$ cat config.mk
export PLATFORM = sky130hd
export DESIGN_NAME = bus_break_trigger
export DESIGN_NICKNAME = d
export VERILOG_FILES = /design/src/rtl/brk_pkg.sv /design/src/rtl/brk_datapath.sv /design/src/rtl/brk_control.sv /design/src/rtl/bus_break_trigger.sv
export SDC_FILE = /design/constraint.sdc
export NUM_CORES = 1
export LEC_CHECK = 0
export ABC_CLOCK_PERIOD_IN_PS = 1880
export BUFFER_PORTS_ARGS = -buffer_cell sky130_fd_sc_hd__buf_2
export CORE_ASPECT_RATIO = 0.8
export CORE_UTILIZATION = 49
export CTS_CLUSTER_DIAMETER = 200
export DETAILED_ROUTE_END_ITERATION = 7
export MAX_ROUTING_LAYER = met4
export PLACE_DENSITY = 0.79
export SETUP_SLACK_MARGIN = 0.2
export SYNTH_ARGS = -nofsm -noshare
export SYNTH_HDL_FRONTEND = slang
export SYNTH_SLANG_ARGS = --single-unit
$ cat constraint.sdc
create_clock -name clk -period 1.88 [get_ports clk]
set_input_delay 0.188 -clock clk [delete_from_list [all_inputs] [get_ports clk]]
set_output_delay 0.188 -clock clk [all_outputs]
set_load 0.01 [all_outputs]
$ cat src/rtl/brk_pkg.sv
package brk_pkg;
  typedef enum logic [2:0] {
    KIND_MEMRD = 3'd0,
    KIND_FETCH = 3'd1,
    KIND_WRITE = 3'd2,
    KIND_IOIN  = 3'd3,
    KIND_IOOUT = 3'd4,
    KIND_INTA  = 3'd5
  } cycleKind_t;

  typedef enum logic [1:0] {
    SEL_ADDR = 2'd0,
    SEL_PAT  = 2'd1,
    SEL_CTRL = 2'd2
  } cfgSel_t;

  // datapath -> control
  typedef struct packed {
    logic syncRise;
    logic cycleMatch;
    logic dataEnable;
    logic dataMatch;
  } dpStatus_t;

  // control -> datapath
  typedef struct packed {
    logic setHit;
  } ctlStrobe_t;
endpackage

$ cat src/rtl/brk_datapath.sv
module brk_datapath
  import brk_pkg::*;
#(
  parameter int ADDR_W   = 24,
  parameter int NARROW_W = 16,
  parameter int DATA_W   = 8
) (
  input  logic              clk,
  input  logic              rstN,
  input  logic              cfgWe,
  input  logic [1:0]        cfgSel,
  input  logic [ADDR_W-1:0] cfgWdata,
  input  logic              syncStrobe,
  input  logic              statMemRd,
  input  logic              statFetch,
  input  logic              statIn,
  input  logic              statOut,
  input  logic              statIntAck,
  input  logic [ADDR_W-1:0] busAddr,
  input  logic [DATA_W-1:0] busData,
  input  ctlStrobe_t        ctl,
  output dpStatus_t         st,
  output logic              hitFlag,
  output logic              cfgEnable
);
  localparam int CTRL_W = 6;

  logic [ADDR_W-1:0] bpAddr;
  logic [DATA_W-1:0] bpPattern;
  cycleKind_t        bpKind;
  logic              bpWide;
  logic              bpDataEn;
  logic              syncPrev;
  cycleKind_t        curKind;
  logic              addrHit;

  always_ff @(posedge clk) begin
    if (!rstN) begin
      bpAddr    <= '0;
      bpPattern <= '0;
      bpKind    <= KIND_MEMRD;
      bpWide    <= 1'b0;
      bpDataEn  <= 1'b0;
      cfgEnable <= 1'b0;
    end else if (cfgWe) begin
      case (cfgSel)
        SEL_ADDR: bpAddr    <= cfgWdata;
        SEL_PAT:  bpPattern <= cfgWdata[DATA_W-1:0];
        SEL_CTRL: begin
          bpKind    <= cycleKind_t'(cfgWdata[2:0]);
          bpWide    <= cfgWdata[3];
          bpDataEn  <= cfgWdata[4];
          cfgEnable <= cfgWdata[CTRL_W-1];
        end
        default: ;
      endcase
    end
  end

  always_ff @(posedge clk) begin
    if (!rstN) begin
      syncPrev <= 1'b0;
      hitFlag  <= 1'b0;
    end else begin
      syncPrev <= syncStrobe;
      if (ctl.setHit)  hitFlag <= 1'b1;
      else if (cfgWe)  hitFlag <= 1'b0;
    end
  end

  // Write is inferred from silence on every other status line.
  always_comb begin
    if (statIntAck)     curKind = KIND_INTA;
    else if (statFetch) curKind = KIND_FETCH;
    else if (statMemRd) curKind = KIND_MEMRD;
    else if (statIn)    curKind = KIND_IOIN;
    else if (statOut)   curKind = KIND_IOOUT;
    else                curKind = KIND_WRITE;
  end

  always_comb begin
    addrHit = (busAddr[NARROW_W-1:0] == bpAddr[NARROW_W-1:0]);
    if (bpWide)
      addrHit = addrHit && (busAddr[ADDR_W-1:NARROW_W] == bpAddr[ADDR_W-1:NARROW_W]);
  end

  assign st.syncRise   = syncStrobe && !syncPrev;
  assign st.cycleMatch = cfgEnable && (curKind == bpKind) && addrHit;
  assign st.dataEnable = bpDataEn;
  assign st.dataMatch  = (busData == bpPattern);
endmodule

$ cat src/rtl/brk_control.sv
module brk_control
  import brk_pkg::*;
(
  input  logic       clk,
  input  logic       rstN,
  input  dpStatus_t  st,
  input  logic       dataStrobe,
  input  logic       resume,
  output ctlStrobe_t ctl,
  output logic       readyOut
);
  typedef enum logic [1:0] {
    ST_IDLE  = 2'd0,
    ST_DWAIT = 2'd1,
    ST_HALT  = 2'd2
  } ctlState_t;

  ctlState_t state, stateNext;

  always_comb begin
    stateNext  = state;
    ctl.setHit = 1'b0;
    case (state)
      ST_IDLE:
        if (st.syncRise && st.cycleMatch) begin
          if (st.dataEnable) stateNext = ST_DWAIT;
          else begin
            stateNext  = ST_HALT;
            ctl.setHit = 1'b1;
          end
        end
      ST_DWAIT:
        if (dataStrobe) begin
          if (st.dataMatch) begin
            stateNext  = ST_HALT;
            ctl.setHit = 1'b1;
          end else stateNext = ST_IDLE;
        end
      ST_HALT:
        if (resume) stateNext = ST_IDLE;
      default: stateNext = ST_IDLE;
    endcase
  end

  always_ff @(posedge clk) begin
    if (!rstN) state <= ST_IDLE;
    else       state <= stateNext;
  end

  assign readyOut = (state == ST_IDLE);
endmodule

$ cat src/rtl/bus_break_trigger.sv
module bus_break_trigger
  import brk_pkg::*;
#(
  parameter int ADDR_W   = 24,
  parameter int NARROW_W = 16,
  parameter int DATA_W   = 8
) (
  input  logic              clk,
  input  logic              rstN,
  input  logic              cfgWe,
  input  logic [1:0]        cfgSel,
  input  logic [ADDR_W-1:0] cfgWdata,
  input  logic              syncStrobe,
  input  logic              statMemRd,
  input  logic              statFetch,
  input  logic              statIn,
  input  logic              statOut,
  input  logic              statIntAck,
  input  logic [ADDR_W-1:0] busAddr,
  input  logic [DATA_W-1:0] busData,
  input  logic              dataStrobe,
  input  logic              resume,
  output logic              readyOut,
  output logic              hitFlag
);
  dpStatus_t  dpSt;
  ctlStrobe_t ctlStr;
  logic       cfgEnable;

  brk_datapath #(.ADDR_W(ADDR_W), .NARROW_W(NARROW_W), .DATA_W(DATA_W)) uDp (
    .clk(clk), .rstN(rstN), .cfgWe(cfgWe), .cfgSel(cfgSel), .cfgWdata(cfgWdata),
    .syncStrobe(syncStrobe), .statMemRd(statMemRd), .statFetch(statFetch),
    .statIn(statIn), .statOut(statOut), .statIntAck(statIntAck),
    .busAddr(busAddr), .busData(busData), .ctl(ctlStr), .st(dpSt),
    .hitFlag(hitFlag), .cfgEnable(cfgEnable)
  );

  brk_control uCtl (
    .clk(clk), .rstN(rstN), .st(dpSt), .dataStrobe(dataStrobe),
    .resume(resume), .ctl(ctlStr), .readyOut(readyOut)
  );
endmodule

* Word level (Yosys, flattened, before mapping) *
Index checks and enable logic that the tools add are counted.

word-level totals
  register bits after elaboration = 42
  bits of input ports = 69
  output and inout port bits = 2
  word-level logic and storage cells = 52

cells by class
  equal/unequal tests = 11
  muxes and demuxes = 19
  reduce and logical (&&, ||, !) cells = 13

operator list
  operator              number
  $eq A16 B16 Y1        1
  $eq A8 B8 Y1          2
  $mux W3               5
  $mux W2               5
  $mux W1               7
  $pmux W2 S3           1
  $reduce_and A2 Y1     3
  $logic_and A1 B1 Y1   5
  $eq A2 B1 Y1 const B  2
  $eq A2 B2 Y1 const B  2
  $logic_not A2 Y1      2
  $ne A2 B2 Y1 const B  2
  $eq A3 B3 Y1          1
  $reduce_and A3 Y1     1
  $ne A2 B1 Y1 const B  1
  $pmux W1 S2           1
  $reduce_bool A2 Y1    1
  $logic_not A1 Y1      1

* Longest topological paths before layout *
Gate-level depths: netlist of the first run.

  word-level depth = 12
  mapped depth = 6
  mapped depth without buffers = 5

* Cells and area by module *
Synthesis of the first run repeated with hierarchy kept, for this count alone.

second synthesis, totals
  cells, all modules = 229
  area total of the unflattened synthesis = 2,053.2 µm²

modules (own cells, without submodules)
  module        instances  cells each  area an instance (µm²)  seq. area each (µm²)
  brk_datapath  1          214         1,926.8                 800.8
  brk_control   1          15          126.4                   40.0

* Worst setup path before layout of the first run *
No wires, ideal clock.

  path type = flip-flop to flip-flop
  start = reg uDp.bpKind[0]
  end = reg uDp.hitFlag
  arrival = 1.547 ns
  slack = 0.263 ns
  cell stages (with the launch flop) = 5
  path buffers = 0
  clock period less this slack = 1.617 ns
  cells stage by stage = dfxtp_1 > or4_1 > a2111oi_1 > nand4_1 > a21boi_1

between the ends
  word-level cells in the longest chain between the ends = 7
  elaborated cells on any way between the ends = 8
  those cells by class = eq/ne: 1; mux: 3; reduce/logical: 4

ends and longest elaborated chain
  item                                                  line                text
  start: declaration                                    brk_datapath.sv:30  cycleKind_t bpKind;
  start signal: assignment                              brk_datapath.sv:50  bpKind <= cycleKind_t'(cfgWdata[2:0]);
  $eq A3 B3 Y1 *                                        brk_datapath.sv:88  assign st.cycleMatch = cfgEnable && (curKind == bpKind) && addrHit;
  $logic_and A1 B1 Y1 * (2 in a row)                    brk_datapath.sv:88
  $logic_and A1 B1 Y1 *                                 brk_control.sv:25   if (st.syncRise && st.cycleMatch) begin
  $mux W1 *                                             brk_control.sv:25
  $pmux W1 S2 *                                         brk_control.sv:23   case (state)
  $mux W1 / $reduce_bool A2 Y1 (equally long branches)  -
  end signal: assignment                                brk_datapath.sv:63  hitFlag <= 1'b0;
  end signal: assignment                                brk_datapath.sv:66  if (ctl.setHit) hitFlag <= 1'b1;
  end signal: assignment                                brk_datapath.sv:67  else if (cfgWe) hitFlag <= 1'b0;
  end: declaration                                      brk_datapath.sv:23  output logic hitFlag,

Mark *: on every way between the ends. The rest lies on a longest branch, timed or not.
A chain may end at the register's enable or synchronous reset.

* Worst setup path after layout of the first run *
Ends and elaborated chain as after synthesis.

==> tab_implementation.tex, run 1 <==
\begin{tabular}{lr}
\hline
Metric & Value \\
\hline
\multicolumn{2}{l}{\textbf{Outcome}} \\
Run status & finished clean \\
\multicolumn{2}{l}{\textbf{Floorplanning}} \\
Area of the core region & 3879 um\^{}2 \\
Overall die area & 4386 um\^{}2 \\
Starting density of the core & a little over half \\
Top-level port count & 71 \\
Row cnt & 20 \\
Horizontal die dimension & 73.80 um \\
Die outline height & 59.44 um \\
\multicolumn{2}{l}{\textbf{Cells and area}} \\
Number of standard cells in the final layout excluding fillers & 352 \\
Filler cells & 334 \\
Total inserted antenna cells & 0 \\
Area used by multi-input combinational logic & 1161 um\^{}2 \\
Final Net Count & 365 \\
Seq. cell area & around 840 um\^{}2 \\
Fin util & 65.35\% \\
Signed area change from the synthesized netlist to the final layout & 25.45\% \\
Share of final-layout standard cells stronger than drive strength 1 & 27.95\% \\
\multicolumn{2}{l}{\textbf{Pwr}} \\
Pleak & approximately 1.0 nW \\
Largest vdd supply drop & 0.4581 mV \\
Total power after layout & 1.767 mW \\
Power density cells & 697.1 nW/um\^{}2 \\
\multicolumn{2}{l}{\textbf{CTS}} \\
Number of buffers added to fix hold violations after cts & 0 \\
Clock-pin transition on the worst setup and hold timing paths & 0.08 ns \\
Deepest clock path buffer count & 2 \\
Post-CTS setup buffer count & 0 \\
CTS HTree Levels & 2 \\
Root buffer selected by CTS & sky130\_fd\_sc\_hd\_\_clkbuf\_8 \\
Skew-Pair Late Insertion Delay & between 0.2 and 0.3 ns \\
Clock net sink count & 42 \\
TritonCTS clock tree & built \\
Total clock buffers created by CTS & 5 \\
\multicolumn{2}{l}{\textbf{STA}} \\
Count of pins over their slew limit & 0 \\
RSZ-0062 raised after global routing & no \\
Final hold violation count & 0 \\
Final period utilization & 85.66\% \\
Slew at the pin closest to its max-slew limit & roughly 0.58 ns \\
Max Freq & 621.0 MHz \\
Worst setup skew after layout & 0.004796 ns \\
Post-layout minimum cycle time & 1.610 ns \\
Smallest setup slack after layout & 0.2696 ns \\
Worst slew slack as a fraction of its limit & 61.36\% \\
Sum Neg Setup Slack & 0 ns \\
Final count of negative-setup-slack endpoints & 0 \\
\multicolumn{2}{l}{\textbf{GRT}} \\
Number of global-route vias before repair & 1,630 \\
Initial antenna violation count & 0 \\
Global-route wire length before repair & between 6000 and 7000 um \\
Total gr overflow & 0 \\
Maximum number of pins on one net before global-route repair & 43 \\
Global-route usage over all layers & 21.19\% \\
\multicolumn{2}{l}{\textbf{Critical path}} \\
Maximum fanout count along the critical path & 3 \\
Kind of start point of the critical path & register \\
Minimum setup slack among reg-to-reg paths & 0.27 ns \\
Worst reg2reg path endpoint & uDp.hitFlag\$\_SDFFE\_PN0P\_ \\
Cell count of the worst reg-to-reg path & 4 \\
Endpoint kind of the worst setup timing path & register \\
Data required time at the worst endpoint & about 2.1 ns \\
Worst endpoint data arrival time & roughly 1.8 ns \\
RR Startpoint & uDp.bpKind[0]\$\_SDFFE\_PN0P\_ \\
Critical path type & reg -> reg \\
CP Launch Point & uDp.bpKind[0]\$\_SDFFE\_PN0P\_ \\
\multicolumn{2}{l}{\textbf{Synthesis}} \\
Netlist area before placement & 2021 um\^{}2 \\
Mapped Nets & 296 \\
Number of library cell types mapped by synthesis & 26 \\
Average cell area after synthesis & 8.902 um\^{}2 \\
Sequential cell area fraction in the yosys report & a little over two fifths \\
Count of state elements after synthesis & 42 \\
Cell count after synthesis & 227 \\
Synthesis Warnings & 0 \\
\multicolumn{2}{l}{\textbf{Route}} \\
Number of antenna-violating nets in the routed design & 0 \\
Via count of the routed design & roughly 1,700 \\
DRC Markers & 0 \\
Detailed-routing iteration count for the pre-antenna-repair pass & 4 \\
Per-cell routed wire length & 12.11 um \\
Routed Wire Length & 4261 um \\
Post-DR vias/cell & 4.881 \\
Initial DRC Count & 94 \\
\multicolumn{2}{l}{\textbf{Worst hold path}} \\
Critical hold path startpoint & syncStrobe \\
Destination of the worst hold path & uDp.syncPrev\$\_SDFF\_PN0\_ \\
Cells on Worst Hold Path & 2 \\
HP Class & in -> reg \\
\multicolumn{2}{l}{\textbf{Placed design}} \\
Post-placement worst setup slack & 0.1263 ns \\
Weighted congestion reported at the end of routability-driven placement & 0.7630 \\
Placed Cells & 344 \\
Port buffer count & 70 \\
HPWL after detailed placement & 3194 um \\
\multicolumn{2}{l}{\textbf{Job}} \\
Maxcap violations & 0 \\
\hline
\end{tabular}
## synth_stat cells
cell type | n | area share (%)
sky130_fd_sc_hd__nand2_1 | 48 | 8.9
sky130_fd_sc_hd__dfxtp_1 | 42 | 42
sky130_fd_sc_hd__xnor2_1 | 32 | 14
sky130_fd_sc_hd__a21boi_0 | 25 | 9.3
sky130_fd_sc_hd__nor2b_1 | 16 | 5.0
sky130_fd_sc_hd__mux2i_1 | 14 | 6.9
sky130_fd_sc_hd__clkbuf_1 | 10 | 1.9
sky130_fd_sc_hd__nand4_1 | 9 | 2.8
sky130_fd_sc_hd__nor2_1 | 4 | 0.74
sky130_fd_sc_hd__nor3_1 | 3 | 0.74
sky130_fd_sc_hd__a21boi_1 | 2 | 0.74
sky130_fd_sc_hd__inv_1 | 2 | 0.37
sky130_fd_sc_hd__nand3_1 | 2 | 0.50
sky130_fd_sc_hd__nand3b_1 | 2 | 0.74
sky130_fd_sc_hd__nand4b_1 | 2 | 0.87
sky130_fd_sc_hd__nor4b_1 | 2 | 0.87
sky130_fd_sc_hd__o21ai_0 | 2 | 0.50
sky130_fd_sc_hd__or4_1 | 2 | 0.74
sky130_fd_sc_hd__a2111oi_1 | 1 | 0.50
sky130_fd_sc_hd__a21oi_1 | 1 | 0.25
sky130_fd_sc_hd__and2_1 | 1 | 0.31
sky130_fd_sc_hd__nor3b_1 | 1 | 0.37
sky130_fd_sc_hd__o2111ai_1 | 1 | 0.43
sky130_fd_sc_hd__o31ai_1 | 1 | 0.37
sky130_fd_sc_hd__or3_1 | 1 | 0.31
sky130_fd_sc_hd__or3b_2 | 1 | 0.43
## sequential cells by signal, indices dropped and copies added (netlist names)
signal         flops
uDp.cfgEnable      1
uDp.syncPrev       1
uDp.bpKind         3
uCtl.state         2
uDp.bpAddr        24
uDp.bpPattern      8
uDp.hitFlag        1
uDp.bpDataEn       1
uDp.bpWide         1
## worst max-delay path, stage by stage (launching register included)
cell and delay (ns):
sky130_fd_sc_hd__dfxtp_1 0.33, sky130_fd_sc_hd__or4_4 0.55, sky130_fd_sc_hd__a2111oi_4 0.35, sky130_fd_sc_hd__nand4_1 0.17, sky130_fd_sc_hd__a21boi_1 0.16
## through the flow
step | cell area (um^2) | hold slack (ns)
floorplan | 2021 | 0.3097
global placement | 2422 | 0.4192
detailed placement | 2422 | 0.4235
CTS | 2519 | 0.1242
global route | 2535 | 0.1470
finish | 2535 | 0.1234
## worst max path at each step
stage	endpoint	cells past startpoint
after CTS	uDp.hitFlag$_SDFFE_PN0P_	4
final	uDp.hitFlag$_SDFFE_PN0P_	4
after floorplan	uDp.hitFlag$_SDFFE_PN0P_	4
after global placement	uDp.hitFlag$_SDFFE_PN0P_	6
after detailed placement	uDp.hitFlag$_SDFFE_PN0P_	6
after global routing	uDp.hitFlag$_SDFFE_PN0P_	4
## layout make-up
cell class	count	area share [%]
tap	55	2.715
clock inverter	1	0.1974
multi-input combinational	173	45.80
clock buffer	7	3.406
inverter	2	0.2962
timing repair buffer	72	14.41
sequential	42	33.17
## routing by layer
layer | share of wire (%) | GRT usage, % | vias up
met5 | 0 | - | -
met3 | 4.4 | 4.082 | 5
met2 | 45 | 35.12 | 49
met4 | 1.1 | 8.242 | 0
li1 | - | - | 898
met1 | 50 | 25.55 | 766
## repair_timing
item,CTS,global route
gates resized for setup,1,2
setup endpoints to repair,3,3
pin swaps,0,2
## power by group
part,switching (mW),internal [mW]
combinational,0.109,0.133
sequential,0.0177,0.917
clock,0.294,0.296
total,0.421,1.35
## cell usage in the layout, fill, tap and decap left out, types with 4 or more instances in the layout
master                      n
sky130_fd_sc_hd__buf_2     70
sky130_fd_sc_hd__nand2_1   48
sky130_fd_sc_hd__dfxtp_1   42
sky130_fd_sc_hd__xnor2_1   32
sky130_fd_sc_hd__a21boi_0  25
sky130_fd_sc_hd__nor2b_1   16
sky130_fd_sc_hd__mux2i_1   14
sky130_fd_sc_hd__nand4_1    9
sky130_fd_sc_hd__clkbuf_8   6
sky130_fd_sc_hd__nor2_1     4
## cells by family (layout without fill, tap and decap cells)
| logic type | after synthesis | count (layout) | synth area share, % |
|---|---|---|---|
| XOR/XNOR | 32 | 32 | 13.87 |
| buffers and inverters | 12 | 82 | 2.229 |
| AO/OA/AOI/OAI | 33 | 33 | 12.07 |
| multiplexers | 14 | 14 | 6.935 |
| AND/OR/NAND/NOR | 94 | 94 | 23.28 |
| flip-flops | 42 | 42 | 41.61 |
Note: power is estimated with default switching activity, not from simulation.
==> run 2, diff against run 1 <==
- ABC_AREA: default -> 1
- CORE_UTILIZATION: 49 -> 50
- MAX_ROUTING_LAYER: met4 -> default
- SETUP_SLACK_MARGIN: 0.2 -> 0.15
==> run 2 against run 1 <==
  * Non-clock buffer count decreased by 1
  * Combinational power increased by 16%
  * Clock-buffer cell count unchanged
  * Fmax increased by 12%
  * Sequential cell count unchanged
  * Global-route usage increased by 2.1 points
==> tab_implementation.tex, run 2 <==
\begin{tabular}{lr}
\hline
Metric & Value \\
\hline
\multicolumn{2}{l}{\textbf{Outcome}} \\
Run status & finished clean \\
\multicolumn{2}{l}{\textbf{Synthesis}} \\
Share of the synthesized area in the top cell type & 39.14\% (-2.5 points) \\
Most used standard cells in the synthesized netlist & sky130\_fd\_sc\_hd\_\_nand2\_1, sky130\_fd\_sc\_hd\_\_inv\_1, sky130\_fd\_sc\_hd\_\_nor2\_1, sky130\_fd\_sc\_hd\_\_dfxtp\_1, sky130\_fd\_sc\_hd\_\_o21ai\_0 \\
Number of library cell types mapped by synthesis & 23 (-12\%) \\
Average cell area after synthesis & 6.432 um\^{}2 (-28\%) \\
Count of state elements after synthesis & 42 (unchanged) \\
Sequential cell area fraction in the yosys report & 39.14\% (-2.5 points) \\
Number of enable flip-flop cells after synthesis & 0 (unchanged) \\
Dominant cells by area after synthesis & sky130\_fd\_sc\_hd\_\_dfxtp\_1, sky130\_fd\_sc\_hd\_\_nand2\_1, sky130\_fd\_sc\_hd\_\_inv\_1, sky130\_fd\_sc\_hd\_\_nor2\_1, sky130\_fd\_sc\_hd\_\_o21ai\_0 \\
Async S/R FF share, synth & 0\% (unchanged) \\
Netlist area before placement & 2148 um\^{}2 (+6.3\%) \\
Mapped Nets & 403 (+36\%) \\
Dominant cell type by area after synthesis & sky130\_fd\_sc\_hd\_\_dfxtp\_1 \\
Synthesis Warnings & 0 (unchanged) \\
Cell with the most instances after synthesis & sky130\_fd\_sc\_hd\_\_nand2\_1 \\
Cell count after synthesis & 334 (+47\%) \\
Most used DFF post-synth & sky130\_fd\_sc\_hd\_\_dfxtp\_1 \\
\multicolumn{2}{l}{\textbf{Critical path}} \\
Cell type with the highest occurrence count on the critical path & sky130\_fd\_sc\_hd\_\_nand2\_1 \\
Crit path cell chain & inv\_1 -> nand2\_1 -> nand2\_1 -> nor2\_1 -> nand2\_1 -> nor2\_1 -> nand3\_1 -> nor2\_2 -> nand2\_1 -> nand3\_1 -> nand2\_1 -> inv\_1 \\
Endpoint kind of the worst setup timing path & register \\
Critical path type & reg -> reg \\
Data required time at the worst endpoint & 2.12 ns (+0.02 ns) \\
Slowest stage cell on the critical path & sky130\_fd\_sc\_hd\_\_dfxtp\_1 \\
Maximum fanout count along the critical path & 2 (-1) \\
Kind of start point of the critical path & register \\
Worst endpoint data arrival time & 1.68 ns (-0.15 ns) \\
Peak per-stage delay on the critical path & 0.33 ns (-0.22 ns) \\
\multicolumn{2}{l}{\textbf{GRT}} \\
Maximum number of pins on one net before global-route repair & 43 (unchanged) \\
Global-route wire length before repair & 8059 um (+19\%) \\
Total gr overflow & 0 (unchanged) \\
Global-route usage over all layers & 23.28\% (+2.1 points) \\
Number of global-route vias before repair & 1,961 (+20\%) \\
Initial antenna violation count & 0 (unchanged) \\
\multicolumn{2}{l}{\textbf{STA}} \\
Sum Neg Setup Slack & 0 ns (unchanged) \\
Slew at the pin closest to its max-slew limit & 0.5953 ns (+0.01570 ns) \\
Final hold violation count & 0 (unchanged) \\
Worst slew slack as a fraction of its limit & 60.32\% (-1.0 points) \\
Max Freq & 693.1 MHz (+12\%) \\
Post-layout minimum cycle time & 1.443 ns (-0.1676 ns) \\
Count of pins over their slew limit & 0 (unchanged) \\
RSZ-0062 raised after global routing & no \\
Final period utilization & 76.75\% (-8.9 points) \\
Worst setup skew after layout & 0.005714 ns (+0.0009181 ns) \\
Final count of negative-setup-slack endpoints & 0 (unchanged) \\
\multicolumn{2}{l}{\textbf{CTS}} \\
CTS HTree Levels & 2 (unchanged) \\
Root buffer selected by CTS & sky130\_fd\_sc\_hd\_\_clkbuf\_8 \\
Total clock buffers created by CTS & 5 (unchanged) \\
Clock-pin transition on the worst setup and hold timing paths & 0.08 ns (about the same) \\
Number of buffers added to fix hold violations after cts & 0 (unchanged) \\
Clock net sink count & 42 (unchanged) \\
Skew-Pair Late Insertion Delay & 0.29 ns (about the same) \\
Deepest clock path buffer count & 2 (unchanged) \\
TritonCTS clock tree & built \\
Cts repair resizes & 0 (-1) \\
Post-CTS setup buffer count & 0 (unchanged) \\
\multicolumn{2}{l}{\textbf{Route}} \\
DRC Markers & 0 (unchanged) \\
Number of antenna-violating nets in the routed design & 0 (unchanged) \\
Routed Wire Length & 4837 um (+14\%) \\
Initial DRC Count & 147 (+56\%) \\
Post-DR vias/cell & 4.758 (-2.5\%) \\
Via count of the routed design & 2,184 (+27\%) \\
Detailed-routing iteration count for the pre-antenna-repair pass & 4 (unchanged) \\
Per-cell routed wire length & 10.54 um (-13\%) \\
\multicolumn{2}{l}{\textbf{Pwr}} \\
Largest vdd supply drop & 0.5065 mV (+11\%) \\
Power density cells & 699.0 nW/um\^{}2 (+0.28\%) \\
Total power after layout & 1.835 mW (+3.8\%) \\
Pleak & 1.345 nW (+32\%) \\
\multicolumn{2}{l}{\textbf{Cells and area}} \\
Max FFs per register & 24 (unchanged) \\
Largest registers & uDp.bpAddr (24), uDp.bpPattern (8), uDp.bpKind (3) \\
Total inserted antenna cells & 0 (unchanged) \\
Seq. cell area & 840.8 um\^{}2 (unchanged) \\
Most common cell after layout, fill and taps aside & sky130\_fd\_sc\_hd\_\_nand2\_1 \\
Share of final-layout standard cells stronger than drive strength 1 & 21.53\% (-6.4 points) \\
Final Net Count & 472 (+29\%) \\
Signed area change from the synthesized netlist to the final layout & 22.19\% \\
Commonest cells after routing, fill and taps aside & sky130\_fd\_sc\_hd\_\_nand2\_1, sky130\_fd\_sc\_hd\_\_buf\_2, sky130\_fd\_sc\_hd\_\_inv\_1 \\
Number of standard cells in the final layout excluding fillers & 459 (+30\%) \\
Fin util & 66.39\% (+1.0 points) \\
Filler cells & 408 (+22\%) \\
Final design area excluding fillers & 2625 um\^{}2 (+3.6\%) \\
Area used by multi-input combinational logic & 1060 um\^{}2 (-8.7\%) \\
Largest Register & uDp.bpAddr \\
\multicolumn{2}{l}{\textbf{Worst hold path}} \\
HP Class & in -> reg \\
\multicolumn{2}{l}{\textbf{Floorplanning}} \\
Die outline height & 60.63 um (+2.0\%) \\
Area of the core region & 3954 um\^{}2 (+1.9\%) \\
Top-level port count & 71 (unchanged) \\
Starting density of the core & 54.34\% (+2.2 points) \\
Overall die area & 4565 um\^{}2 (+4.1\%) \\
Row cnt & 20 (unchanged) \\
Horizontal die dimension & 75.29 um (+2.0\%) \\
\multicolumn{2}{l}{\textbf{Job}} \\
Maxcap violations & 0 (unchanged) \\
\multicolumn{2}{l}{\textbf{Placed design}} \\
Cell area after placement & 2534 um\^{}2 (+4.6\%) \\
Weighted congestion reported at the end of routability-driven placement & 0.7839 (+2.7\%) \\
Port buffer count & 70 (unchanged) \\
Placed Cells & 451 (+31\%) \\
HPWL after detailed placement & 3674 um (+15\%) \\
\hline
\end{tabular}
run 2: final timing paths:
kind,endpoint,cells past startpoint,slack [ns],from
setup / recovery,uDp.hitFlag$_SDFFE_PN0P_,12,0.44,uDp.bpAddr[8]$_SDFFE_PN0P_
hold / removal,uDp.syncPrev$_SDFF_PN0_,3,0.1,syncStrobe
setup reg to reg,uDp.hitFlag$_SDFFE_PN0P_,12,0.44,uDp.bpAddr[8]$_SDFFE_PN0P_
hold reg to reg,uDp.bpAddr[9]$_SDFFE_PN0P_,2,0.47,uDp.bpAddr[9]$_SDFFE_PN0P_
run 2: where the power goes:
group	total (mW)	switching, mW	leakage [nW]	internal (mW)
logic	0.279	0.153	0.954	0.126
clock network	0.599	0.303	0.0482	0.296
registers	0.956	0.0237	0.344	0.933
total	1.83	0.480	1.35	1.36
run 2: per-layer routing:
layer,vias up,track usage (%),part of all wire (%)
li1,1168,-,-
met1,956,31.01,50
met2,55,38.01,44
met3,5,5.150,5.7
met4,0,7.143,0.79
met5,-,0,0
run 2: logic make-up after synthesis:
| kind of cell | share of synthesized area [%] |
|---|---|
| simple gates | 30.40 |
| buf+inv | 11.53 |
| compound gates | 14.44 |
| flops | 39.14 |
| xor+xnor | 4.484 |
run 2: worst max-delay path: cells and delay by family, from the launching register on:
family / cells / cell delay (ns)
simple gates: 10 / 0.94
buf+inv: 2 / 0.12
flops: 1 / 0.33
run 2: per-stage QoR:
stage               setup WS (ns)  hold slack (ns)
floorplan                  0.7626           0.2815
global placement           0.4903           0.3890
detailed placement         0.4379           0.3955
CTS                        0.4465          0.08324
global route               0.2130          0.09628
finish                     0.4372          0.09659
run 2: final cells by class:
cell class | instances | area share (%)
Sequential cell | 42 | 32.03
Inverter | 55 | 7.865
Multi-Input combinational cell | 228 | 40.37
Tap cell | 55 | 2.622
Timing Repair Buffer | 71 | 13.63
Clock buffer | 7 | 3.289
Clock inverter | 1 | 0.1907
